## config.mk

```make
export PLATFORM = sky130hd
export DESIGN_NAME = burst_addr_gen
export DESIGN_NICKNAME = d
export VERILOG_FILES = /design/src/rtl/burst_pkg.sv /design/src/rtl/burst_seq_fsm.sv /design/src/rtl/burst_start_reg.sv /design/src/rtl/burst_order_map.sv /design/src/rtl/burst_addr_gen.sv
export SDC_FILE = /design/constraint.sdc
export NUM_CORES = 1
export LEC_CHECK = 0
export CORE_MARGIN = 5
export CORE_UTILIZATION = 37
export DETAILED_ROUTE_END_ITERATION = 10
export GPL_TIMING_DRIVEN = 1
export PLACE_DENSITY_LB_ADDON = 0.25
export REMOVE_ABC_BUFFERS = 1
export SLEW_MARGIN = 20
export SYNTH_ARGS = -nofsm -noshare
export SYNTH_HDL_FRONTEND = slang
export SYNTH_SLANG_ARGS = --single-unit
```

## constraint.sdc

```tcl
create_clock -name clk -period 1.5 [get_ports clk]
set_clock_uncertainty 0.15 [all_clocks]
set_input_delay 0.225 -clock clk [delete_from_list [all_inputs] [get_ports clk]]
set_output_delay 0.225 -clock clk [all_outputs]
set_load 0.02 [all_outputs]
```

## src/rtl/burst_pkg.sv

```systemverilog
package burst_pkg;

    localparam int BEATS  = 4;
    localparam int BEAT_W = $clog2(BEATS);

    typedef enum logic [2:0] {
        ST_IDLE  = 3'd0,
        ST_BEAT0 = 3'd1,
        ST_BEAT1 = 3'd2,
        ST_BEAT2 = 3'd3,
        ST_BEAT3 = 3'd4
    } beat_state_t;

    function automatic logic [BEAT_W-1:0] beat_of(input beat_state_t s);
        logic [BEAT_W-1:0] b;
        unique case (s)
            ST_BEAT1: b = BEAT_W'(1);
            ST_BEAT2: b = BEAT_W'(2);
            ST_BEAT3: b = BEAT_W'(3);
            default:  b = '0;
        endcase
        return b;
    endfunction

endpackage

```

## src/rtl/burst_seq_fsm.sv

```systemverilog
module burst_seq_fsm
    import burst_pkg::*;
(
    input  logic              clk,
    input  logic              rst,
    input  logic              load_i,
    input  logic              advance_i,
    output logic [BEAT_W-1:0] beat_o,
    output logic              active_o,
    output logic              last_o
);

    beat_state_t state_q, state_d;

    always_ff @(posedge clk) begin
        if (rst) state_q <= ST_IDLE;
        else     state_q <= state_d;
    end

    always_comb begin
        state_d = state_q;
        if (load_i) begin
            state_d = ST_BEAT0;
        end else if (advance_i) begin
            unique case (state_q)
                ST_IDLE:  state_d = ST_IDLE;
                ST_BEAT0: state_d = ST_BEAT1;
                ST_BEAT1: state_d = ST_BEAT2;
                ST_BEAT2: state_d = ST_BEAT3;
                ST_BEAT3: state_d = ST_BEAT0;
                default:  state_d = ST_IDLE;
            endcase
        end
    end

    always_comb begin
        beat_o   = beat_of(state_q);
        active_o = (state_q != ST_IDLE);
        last_o   = (state_q == ST_BEAT3);
    end

    AST_LOAD_RESTART: assert property (@(posedge clk) disable iff (rst)
        load_i |=> (state_q == ST_BEAT0));
    AST_IDLE_STAYS: assert property (@(posedge clk) disable iff (rst)
        (state_q == ST_IDLE && !load_i) |=> (state_q == ST_IDLE));
    AST_WRAP_TO_ZERO: assert property (@(posedge clk) disable iff (rst)
        (state_q == ST_BEAT3 && advance_i && !load_i) |=> (state_q == ST_BEAT0));
    AST_LAST_NEEDS_STEP: assert property (@(posedge clk) disable iff (rst)
        $rose(last_o) |-> ($past(advance_i) && !$past(load_i)));

endmodule

```

## src/rtl/burst_start_reg.sv

```systemverilog
module burst_start_reg #(
    parameter int ADDR_W = 20
) (
    input  logic              clk,
    input  logic              rst,
    input  logic              load_i,
    input  logic [ADDR_W-1:0] start_i,
    output logic [ADDR_W-1:0] start_o
);

    always_ff @(posedge clk) begin
        if (rst)         start_o <= '0;
        else if (load_i) start_o <= start_i;
    end

endmodule

```

## src/rtl/burst_order_map.sv

```systemverilog
module burst_order_map
    import burst_pkg::*;
(
    input  logic              mode_i,
    input  logic [BEAT_W-1:0] start_lo_i,
    input  logic [BEAT_W-1:0] beat_i,
    output logic [BEAT_W-1:0] lo_o
);

    logic [BEAT_W-1:0] lin_lo;
    logic [BEAT_W-1:0] ilv_lo;

    always_comb begin
        lin_lo = start_lo_i + beat_i;
        ilv_lo = start_lo_i ^ beat_i;
        lo_o   = mode_i ? ilv_lo : lin_lo;
    end

endmodule

```

## src/rtl/burst_addr_gen.sv

```systemverilog
module burst_addr_gen
    import burst_pkg::*;
#(
    parameter int ADDR_W = 20
) (
    input  logic              clk,
    input  logic              rst,
    input  logic              mode_i,
    input  logic              load_i,
    input  logic [ADDR_W-1:0] start_i,
    input  logic              advance_i,
    output logic [ADDR_W-1:0] addr_o,
    output logic              last_o
);

    localparam int HI_W = ADDR_W - BEAT_W;

    logic [ADDR_W-1:0] start_q;
    logic [BEAT_W-1:0] beat;
    logic [BEAT_W-1:0] lo_bits;
    logic              active;

    burst_seq_fsm u_fsm (
        .clk       (clk),
        .rst       (rst),
        .load_i    (load_i),
        .advance_i (advance_i),
        .beat_o    (beat),
        .active_o  (active),
        .last_o    (last_o)
    );

    burst_start_reg #(.ADDR_W(ADDR_W)) u_start (
        .clk     (clk),
        .rst     (rst),
        .load_i  (load_i),
        .start_i (start_i),
        .start_o (start_q)
    );

    burst_order_map u_map (
        .mode_i     (mode_i),
        .start_lo_i (start_q[BEAT_W-1:0]),
        .beat_i     (beat),
        .lo_o       (lo_bits)
    );

    always_comb begin
        addr_o = {start_q[ADDR_W-1:BEAT_W], lo_bits};
    end

    AST_LOAD_CAPTURE: assert property (@(posedge clk) disable iff (rst)
        load_i |=> (addr_o == $past(start_i)));
    AST_HOLD_NO_STROBE: assert property (@(posedge clk) disable iff (rst)
        (!load_i && !advance_i) |=> $stable(addr_o));
    AST_UPPER_FIXED: assert property (@(posedge clk) disable iff (rst)
        !load_i |=> $stable(addr_o[ADDR_W-1:BEAT_W]));
    AST_IDLE_ZERO: assert property (@(posedge clk) disable iff (rst)
        !active |-> (addr_o == '0 && !last_o));

    initial begin
        assert (HI_W >= 1) else $error("address too narrow");
    end

endmodule

```

Yosys cells after proc, flatten, opt, wreduce, memory -nomap -nowiden
Index checks and enable logic that the tools add are counted.
{ "op_classes": {"add_sub_neg": 1, "n_eq_ne": 4, "mux": 5, "bitwise_logic": 1, "n_reduce_logical": 2} }
{ "ops": {"columns": ["op", "n"], "rows": [
  ["one-hot mux 3 bit (4 select lines)", 1],
  ["equality test 3 x 2 -> 1 bit (second input constant)", 2],
  ["one-hot mux 2 bit (3 select lines)", 1],
  ["equality test 3 x 1 -> 1 bit (second input constant)", 1],
  ["equality test 3 bit (second input constant)", 1],
  ["adder 2 bit", 1],
  ["two-way mux 1 bit", 2],
  ["two-way mux 2 bit", 1],
  ["nonzero test 2 bit", 1],
  ["OR reduction 2 bit", 1],
  ["XOR 2 bit", 1]
]} }
{ "word_totals": {"ff_bits": 23, "input_bits": 25, "out_inout_bits": 21, "word_cells": 16} }

Longest topological paths before layout
Gate-level depths: netlist (run 1).
{ "logic_depth": {"depth_word": 4, "ltp_mapped": 6, "depth_no_buf": 6} }

Modules after synthesis
From an unflattened synthesis (run 1), not the netlist that was laid out.
{ "hier_totals": {"cells_unflattened": 88, "hier_area_um2": 910.9} }
{ "by_module_without_submodules": {"columns": ["mod", "n_inst", "cells_each", "area_each_um2", "seq_area_each_um2"], "rows": [
  ["burst_start_reg", 1, 64, 705.7, 400.4],
  ["burst_seq_fsm", 1, 20, 168.9, 60.1],
  ["burst_order_map", 1, 4, 36.3, 0.0]
]} }

Worst setup path before layout (run 1)
OpenSTA, ideal clock, no wires.
{ "synth_timing": {"path_type": "register to output", "start": "reg u_fsm.state_q[1]", "end": "out addr_o[1]", "arrival_ns": 1.335, "t_required_ns": 1.125, "setup_slack_ns": -0.210, "path_stages_with_launch": 7, "path_buffers": 0, "path_cell_list": "dfxtp_1 xnor2_1 nor2_1 ha_1 nand2b_1 xnor2_1 xnor2_1"} }
{ "synth_between": {"elab_chain_len": 4, "elab_cells_between_ends": 7, "cone_classes": "1 x add/sub; 3 x eq/ne; 2 x mux; 1 x bitwise"} }
{ "synth_lines": {"columns": ["element", "line", "rtl"], "rows": [
  ["start: declaration", "burst_seq_fsm.sv:13", "beat_state_t state_q, state_d;"],
  ["start signal: assignment", "burst_seq_fsm.sv:17", "else state_q <= state_d;"],
  ["equality test 3 bit / equality test 3 x 2 -> 1 bit (equally long branches)", "burst_pkg.sv:16", "unique case (s)"],
  ["one-hot mux 2 bit (3 select lines) *", "burst_pkg.sv:16", null],
  ["adder 2 bit / XOR 2 bit (equally long branches)", "burst_order_map.sv:14, burst_order_map.sv:15", null],
  ["two-way mux 2 bit *", "burst_order_map.sv:16", "lo_o = mode_i ? ilv_lo : lin_lo;"],
  ["end: declaration", "burst_addr_gen.sv:12", "output logic [ADDR_W-1:0] addr_o,"]
]} }
Mark *: on every way between the ends. The rest lies on a longest branch, timed or not.

Worst setup path in the final report (run 1)
Same ends and word-level chain as after synthesis.

==> results_dict.tcl, run 1 <==
set metrics [dict create \
    total_leakage_power_nw 0.717 \
    post_drt_wl_per_cell_um 12.8 \
    cts_max_path_buffers 2 \
    total_power_w 0.00122 \
    rsz0062_at_grt "true" \
    drive_gt1_share_pct 18.6 \
    crit_start "u_fsm.state_q[1]" \
    cts_buffers 3 \
    grt_pass1_wl_mm 3.62 \
    final_cells 171 \
    vias 786 \
    violations "setup timing" \
    fillCellCount 250 \
    r2r-end "u_fsm.state_q[1]" \
    rr_startpoint "u_fsm.state_q[0]" \
    maxCapViolations 0 \
    top_layer "met4" \
    synth_commonest_cells "23 x dfxtp_1, 22 x nor2_1, 20 x buf_4, 20 x mux2i_1" \
    std_cell_rows 19 \
    drc 0 \
    min_path_cells 2 \
    yosys.area.top_type "dfxtp_1" \
    cp-start-kind "flop" \
    status "complete, but fails checks" \
    synth.most_common_cell "dfxtp_1" \
    cts_sinks 23 \
    rr_worst_depth 4 \
    dieArea_um2 4010 \
    clkTransAtPathRegs_ps 120 \
    ir_worst_vdd_uv 626 \
    grt_pass1_vias 793 \
    arrival_ps 1660 \
    r2r_setup_slack_ps 260 \
    path_class "reg2out" \
    wl_mm 2.19 \
    core_area_um2 2730 \
    post_cts_buffers 0 \
    setup_viol 3 \
    h-tree-depth 1 \
    grt_max_degree 24 \
    grt.total_usage_pct 10.9 \
    dr_wl_met2_mm 1.05 \
    route.antenna.remaining_nets 0 \
    worst_ep_required_time_ps 1120 \
    die_h_um 63.4 \
    dp_hpwl_mm 1.56 \
    areaGrowthSynthToFinish_pct 42.3 \
    syn-cell-area_um2 1050 \
    nNetsFinal 167 \
    die-width_um 63.4 \
    synth-async-reset-ratio_pct 0 \
    finalMaxSlewViolations 0 \
    place_congestion 0.684 \
    ys_seq_area_share_pct 43.7 \
    ys_top_cells_by_area "dfxtp_1 44%, mux2i_1 19%, buf_4 14%" \
    worst_slew_pin_slew_ps 301 \
    avgViaCountPerCell 4.60 \
    period_share_pct 136 \
    yosysTopAreaCellShare_pct 43.7 \
    drt_iter0_markers 11 \
    cts_tree "built" \
    yosysWarnings 0 \
    synth_edf_count 0 \
    avgSynthCellArea_um2 9.85 \
    ys.flop_type "dfxtp_1" \
    setup_tns_ps -892 \
    min_period_ps 2040 \
    clock.fmax_ghz 0.491 \
    port_buffers 45 \
    clockRootBuffer "clkbuf_4" \
    hold_path_end "u_start.start_o[9]" \
    clock_latency_ps 300 \
    powerDensity_nw_per_um2 812 \
    dp_slack_ps -629 \
    firstDrtPassIters 4 \
    wl_met3_um 209 \
    antenna_cells 0 \
    setup_slack_ps -537 \
    hold_viol_final 0 \
    ys_ff_latch 23 \
    critPathMaxFanout 2 \
    antenna_found_initial 0 \
    dp_cells 167 \
    maxSlewHeadroom_pct 79.8 \
    io_pins 46 \
    end_kind "output pin" \
    met1_length_um 908 \
    synth_cells 107 \
    start_util_pct 38.5 \
    hold_path_class "reg2reg" \
    grt.overflow.total 0 \
    hold_start "u_start.start_o[9]" \
    synth.lib_cells_used.distinct 20 \
]
==> cell usage in the layout (no fill, tap or decap), drive strengths merged <==
cell type / count
o31a: 1
nand2b: 1
buf: 11
dfxtp: 23
nor3b: 2
xnor2: 3
ha: 1
clkdlybuf4s50: 24
clkinv: 1
nor2b: 1
and4b: 1
clkbuf: 3
a211oi: 1
a21oi: 2
inv: 1
nor3: 3
nor4bb: 1
dlygate4sd2: 18
mux2i: 20
nor2: 22
==> power breakdown <==
part	leakage, nW	internal [W]	switching, W
combinational	0.509	0.000150	0.000121
clock	0.0177	0.0000994	0.000183
sequential	0.191	0.000646	0.0000175
==> per-stage QoR <==
stage	hold slack (ps)	area [µm²]	utilization (%)
2_1_floorplan	144	887	-
3_3_place_gp	322	1460	53.5
3_5_place_dp	335	1460	53.5
4_1_cts	358	1470	53.6
5_1_grt	371	1500	54.8
6_report	355	1500	54.8
==> kinds of logic (layout without fill, tap and decap cells) <==
logic type               Yosys count  count (layout)  share of synthesized area, %
AO/OA/AOI/OAI                      4               4                          2.61
XOR/XNOR                           3               3                          2.49
adder cells (fa/ha/maj)            1               1                          1.19
buffers and inverters             25              58                          16.2
flip-flops                        23              23                          43.7
multiplexers                      20              20                          19.0
AND/OR/NAND/NOR                   31              31                          14.8
==> how the worst max path moves through the flow <==
stage	slack, ps	to
3_3_place_gp	-550	addr_o[1]
2_1_floorplan	-210	addr_o[1]
5_1_grt	-630	addr_o[1]
3_5_place_dp	-630	addr_o[1]
6_report	-540	addr_o[1]
4_1_cts	-530	addr_o[1]
==> layout make-up <==
type	count	area, µm²	area share, %
repair buffers	53	509	34.0
inverters	1	3.75	0.250
well taps	31	38.8	2.59
clock buffers	3	22.5	1.50
multi-input cells	59	457	30.5
clock inverters	1	5.00	0.334
flip-flops and latches	23	463	30.9
==> critical path: stages (launching register included) <==
cell      delay (ps)
dfxtp_2          360
xnor2_2          140
nor2_2           140
ha_2             210
nand2b_4          60
xnor2_2          130
xnor2_1          160
buf_4            160
==> routing by layer <==
layer	vias to the layer above	track usage, %
li1	404	-
met1	354	11.8
met2	26	18.9
met3	2	4.26
met4	0	3.90
met5	-	0
==> sequential cells by signal, indices dropped and copies added (netlist names) <==
name,flops
u_start.start_o,20
u_fsm.state_q,3
==> what timing repair did <==
item / in CTS / in global routing
hold buffers: 0 / 0
pin swaps: 1 / 4
gates resized for setup: 37 / 6
endpoints found under the setup margin: 21 / 3
hold endpoints to repair: 0 / 0
(Power assumes the default switching activity.)
==> run 2, diff against run 1 <==
MAX_ROUTING_LAYER = met4   (was not set)
==> results_dict.tcl, run 2 (same netlist as run 1, synthesis figures left out) <==
set metrics [dict create \
    layout_commonest_cell "clkdlybuf4s50_1" \
    powerDensity_nw_per_um2 811 \
    period_share_pct 136 \
    die_h_um 63.4 \
    firstDrtPassIters 3 \
    std_cell_rows 19 \
    worst_ep_required_time_ps 1120 \
    drive_gt1_share_pct 18.6 \
    final_cells 171 \
    wl_mm 2.19 \
    setup_viol 3 \
    port_buffers 45 \
    antenna_found_initial 0 \
    cts_sinks 23 \
    maxSlewHeadroom_pct 79.8 \
    hold_path_class "reg2reg" \
    grt.total_usage_pct 11.2 \
    avgViaCountPerCell 4.61 \
    total_power_w 0.00122 \
    clkTransAtPathRegs_ps 120 \
    end_kind "output pin" \
    die-width_um 63.4 \
    final_cell_mix "24 x clkdlybuf4s50_1, 21 x nor2_1, 21 x dfxtp_1, 20 x mux2i_1, 18 x dlygate4sd2_1" \
    largest_register "u_start.start_o" \
    total_leakage_power_nw 0.717 \
    route.antenna.remaining_nets 0 \
    min_period_ps 2040 \
    place_congestion 0.691 \
    violations "setup timing" \
    maxCapViolations 0 \
    worst_slew_pin_slew_ps 301 \
    arrival_ps 1660 \
    final_core_util_pct 54.8 \
    p_int_w 0.000895 \
    cts_buffers 3 \
    grt_max_degree 24 \
    ir_worst_vdd_uv 625 \
    core_area_um2 2730 \
    rsz0062_at_grt "true" \
    grt_pass1_vias 791 \
    largest_reg_flops 20 \
    areaGrowthSynthToFinish_pct 42.3 \
    swShare_pct 26.4 \
    pwr-share-comb_pct 22.3 \
    top_layer "met4" \
    start_util_pct 38.5 \
    dieArea_um2 4010 \
    h-tree-depth 1 \
    seqPwrFrac_pct 54.5 \
    reg_top3 "u_start.start_o: 20 flops, u_fsm.state_q: 3 flops" \
    cts_max_path_buffers 2 \
    post_drt_wl_per_cell_um 12.8 \
    cp-start-kind "flop" \
    grt_pass1_wl_mm 3.62 \
    clock.fmax_ghz 0.491 \
    fin_hold_ws_ps 355 \
    met1_length_um 948 \
    clock_latency_ps 300 \
    hold_viol_final 0 \
    grt.overflow.total 0 \
    wl_met3_um 168 \
    clockPowerShare_pct 23.2 \
    finalMaxSlewViolations 0 \
    drc 0 \
    setup_slack_ps -537 \
    antenna_cells 0 \
    path_class "reg2out" \
    vias 788 \
    p_switching_w 0.000321 \
    dr_wl_met2_mm 1.06 \
    nNetsFinal 167 \
    cts_tree "built" \
    dp_hpwl_mm 1.56 \
    drt_iter0_markers 11 \
    setup_tns_ps -891 \
    status "complete, but fails checks" \
    clockRootBuffer "clkbuf_4" \
    io_pins 46 \
    critPathMaxFanout 2 \
    dp_cells 167 \
]
-- run 2: cell counts in the layout (fill, tap and decap cells not counted) --
No cell type changed its count.
-- run 2: what timing repair did --
item,CTS,global route
resized for setup,37,6
hold buffers,0,0
pin swaps,1,4
endpoints found under the setup margin,21,3
setup buffers,0,0
-- run 2: power groups by stage --
stage / sequential, W / clock (W) / combinational [W]
final: 0.000663 / 0.000282 / 0.000271
after global routing: 0.000669 / 0.000318 / 0.000292
after CTS: 0.000663 / 0.000297 / 0.000270
after detailed placement: 0.000677 / 0 / 0.000288
after global placement: 0.000676 / 0 / 0.000283
after floorplan: 0.000714 / 0 / 0.0000694
-- run 2: worst paths after layout --
kind / startpoint / endpoint / slack [ps] / cells after the start
worst min register to register: u_start.start_o[9] / u_start.start_o[9] / 350 / 2
worst max-delay path: u_fsm.state_q[1] / addr_o[1] / -540 / 7
worst max register to register: u_fsm.state_q[0] / u_fsm.state_q[1] / 260 / 4
worst min-delay path: u_start.start_o[9] / u_start.start_o[9] / 350 / 2
-- run 2: critical path, cell delays in order (launching register included) --
cell      delay (ps)
dfxtp_2          350
xnor2_2          140
nor2_2           140
ha_2             210
nand2b_4          60
xnor2_2          130
xnor2_1          160
buf_4            160
-- run 2: area by class of cell --
cell class | instances | area, µm²
Inverter | 1 | 3.75
Sequential cell | 23 | 463
Clock inverter | 1 | 5.00
Clock buffer | 3 | 22.5
Tap cell | 31 | 38.8
Multi-Input combinational cell | 59 | 457
Timing Repair Buffer | 53 | 509
Fill cell | 250 | 1230
-- run 2: through the flow --
| step | area (µm²) | setup slack [ps] |
|---|---|---|
| floorplan | 887 | -210 |
| global placement | 1460 | -548 |
| detailed placement | 1460 | -629 |
| CTS | 1470 | -530 |
| global route | 1500 | -625 |
| finish | 1500 | -537 |
-- run 2: routing by layer --
metal  GRT usage [%]  up-vias
li1                -      402
met1            12.2      358
met2            18.9       26
met3            3.55        2
met4            3.90        0
met5               -        -
==> run 3, diff against run 2 <==
--- a/config.mk
+++ b/config.mk
@@ -8,3 +8,3 @@
 export CORE_MARGIN = 5
-export CORE_UTILIZATION = 37
+export CORE_UTILIZATION = 40
 export DETAILED_ROUTE_END_ITERATION = 10
@@ -12,3 +12,3 @@
 export MAX_ROUTING_LAYER = met4
-export PLACE_DENSITY_LB_ADDON = 0.25
+export PLACE_DENSITY = 0.87
 export REMOVE_ABC_BUFFERS = 1
==> constraint.sdc (replaced) <==
create_clock -name clk -period 2.4 [get_ports clk]
set_clock_uncertainty 0.15 [all_clocks]
set_input_delay 0.36 -clock clk [delete_from_list [all_inputs] [get_ports clk]]
set_output_delay 0.36 -clock clk [all_outputs]
set_load 0.05 [all_outputs]
==> results_dict.tcl, run 3 (same netlist as run 1, synthesis figures left out) <==
set metrics [dict create \
    status "complete, no violations" \
    dpl-instance-area_um2 1400 \
    cts_buffers 3 \
    antenna_cells 0 \
    powerDensity_nw_per_um2 565 \
    place_congestion 0.678 \
    period_share_pct 95.5 \
    drc 0 \
    die-width_um 61.3 \
    grt_use_met3_pct 4.61 \
    clock_latency_ps 290 \
    drt_iter0_markers 16 \
    grt.total_usage_pct 13.7 \
    rsz0062_at_grt "false" \
    port_buffers 45 \
    clock.fmax_ghz 0.436 \
    hold_viol_final 0 \
    ir_worst_vdd_uv 365 \
    largest_reg_flops 20 \
    maxSlewHeadroom_pct 64.8 \
    dp_hpwl_mm 1.82 \
    h-tree-depth 1 \
    r2r-end "u_fsm.state_q[1]" \
    worst_slew_pin_slew_ps 526 \
    total_power_w 0.000806 \
    io_pins 46 \
    maxCapViolations 0 \
    met2_usage_pct 23.7 \
    total_leakage_power_nw 0.599 \
    path_class "reg2out" \
    min_period_ps 2290 \
    worst_ep_required_time_ps 1890 \
    drive_gt1_share_pct 9.70 \
    post_drt_wl_per_cell_um 14.0 \
    ctsHoldBuffers 0 \
    antenna_found_initial 0 \
    cts_tree "built" \
    grt_pass1_vias 881 \
    grt.overflow.total 0 \
    rr_worst_depth 3 \
    finalMaxSlewViolations 0 \
    cts_max_path_buffers 2 \
    nNetsFinal 161 \
    hold_start "u_start.start_o[10]" \
    largest_register "u_start.start_o" \
    areaGrowthSynthToFinish_pct 35.4 \
    r2r_setup_slack_ps 1160 \
    die_h_um 61.3 \
    vias 815 \
    fin_hold_ws_ps 359 \
    route.antenna.remaining_nets 0 \
    use_met1_pct 14.5 \
    std_cell_rows 18 \
    rr_startpoint "u_fsm.state_q[0]" \
    grt_pass1_wl_mm 3.76 \
    clkTransAtPathRegs_ps 120 \
    cts_sinks 23 \
    hold_path_end "u_start.start_o[10]" \
    hold_path_class "reg2reg" \
    start_util_pct 42.1 \
    clockRootBuffer "clkbuf_4" \
    cp-start-kind "flop" \
    grt_max_degree 25 \
    wl_mm 2.30 \
    avgViaCountPerCell 4.97 \
    setup_tns_ps 0 \
    setup_viol 0 \
    final_cell_mix "43 x clkdlybuf4s50_1, 22 x nor2_1, 21 x dfxtp_1, 20 x mux2i_1" \
    reg_top3 "u_start.start_o: 20 flops, u_fsm.state_q: 3 flops" \
    min_path_cells 2 \
    gr-max-usage-layer "met2" \
    post_cts_buffers 0 \
    final_core_util_pct 57.1 \
    final_cell_area_um2 1430 \
    firstDrtPassIters 4 \
    end_kind "output pin" \
    dieArea_um2 3760 \
    arrival_ps 1780 \
    layout_commonest_cell "clkdlybuf4s50_1" \
    core_area_um2 2500 \
    critPathMaxFanout 7 \
]
## run 3: worst max path at each step
| stage | start | cells after the start | slack [ps] | end |
|---|---|---|---|---|
| CTS | u_fsm.state_q[2] | 7 | 30 | addr_o[1] |
| finish | u_fsm.state_q[1] | 7 | 110 | addr_o[1] |
| global route | u_fsm.state_q[1] | 7 | 2 | addr_o[1] |
| global placement | mode_i | 5 | 440 | addr_o[1] |
| floorplan | u_fsm.state_q[2] | 3 | -220 | addr_o[1] |
| detailed placement | u_fsm.state_q[1] | 7 | 340 | addr_o[1] |
## run 3: cell type report
class                           instances  area, µm²
Tap cell                               30       37.5
Multi-Input combinational cell         59        423
Clock buffer                            4       26.3
Fill cell                             222       1070
Inverter                                1       3.75
Timing Repair Buffer                   47        473
Sequential cell                        23        463
## run 3: routing by layer
metal	share of wire, %	wire, µm	up-vias
li1	-	-	389
met4	1.6	36	0
met2	49	1140	38
met3	9.7	223	6
met1	39	905	382
met5	0	0	-
## run 3: metrics by stage
| step | setup WS (ps) | cells |
|---|---|---|
| 2_1_floorplan | -221 | 83 |
| 3_3_place_gp | 442 | 160 |
| 3_5_place_dp | 340 | 160 |
| 4_1_cts | 29.9 | 164 |
| 5_1_grt | 1.98 | 164 |
| 6_report | 108 | 164 |
## run 3: worst max-delay path, stage by stage (launching register included)
cell and delay [ps]:
dfxtp_2 380, xnor2_1 150, nor2_1 150, ha_1 170
nand2b_1 70, xnor2_1 140, xnor2_1 250, buf_12 180
## run 3: timing repair
action / CTS / global route
endpoints found under the setup margin: 1 / 2
gates resized for setup: 1 / 1
cloned: 0 / 0
## run 3: report_power, final
part	internal (W)	switching, W
registers	0.000404	0.0000145
logic	0.0000973	0.000119
clock network	0.0000646	0.000108
total	0.000566	0.000241
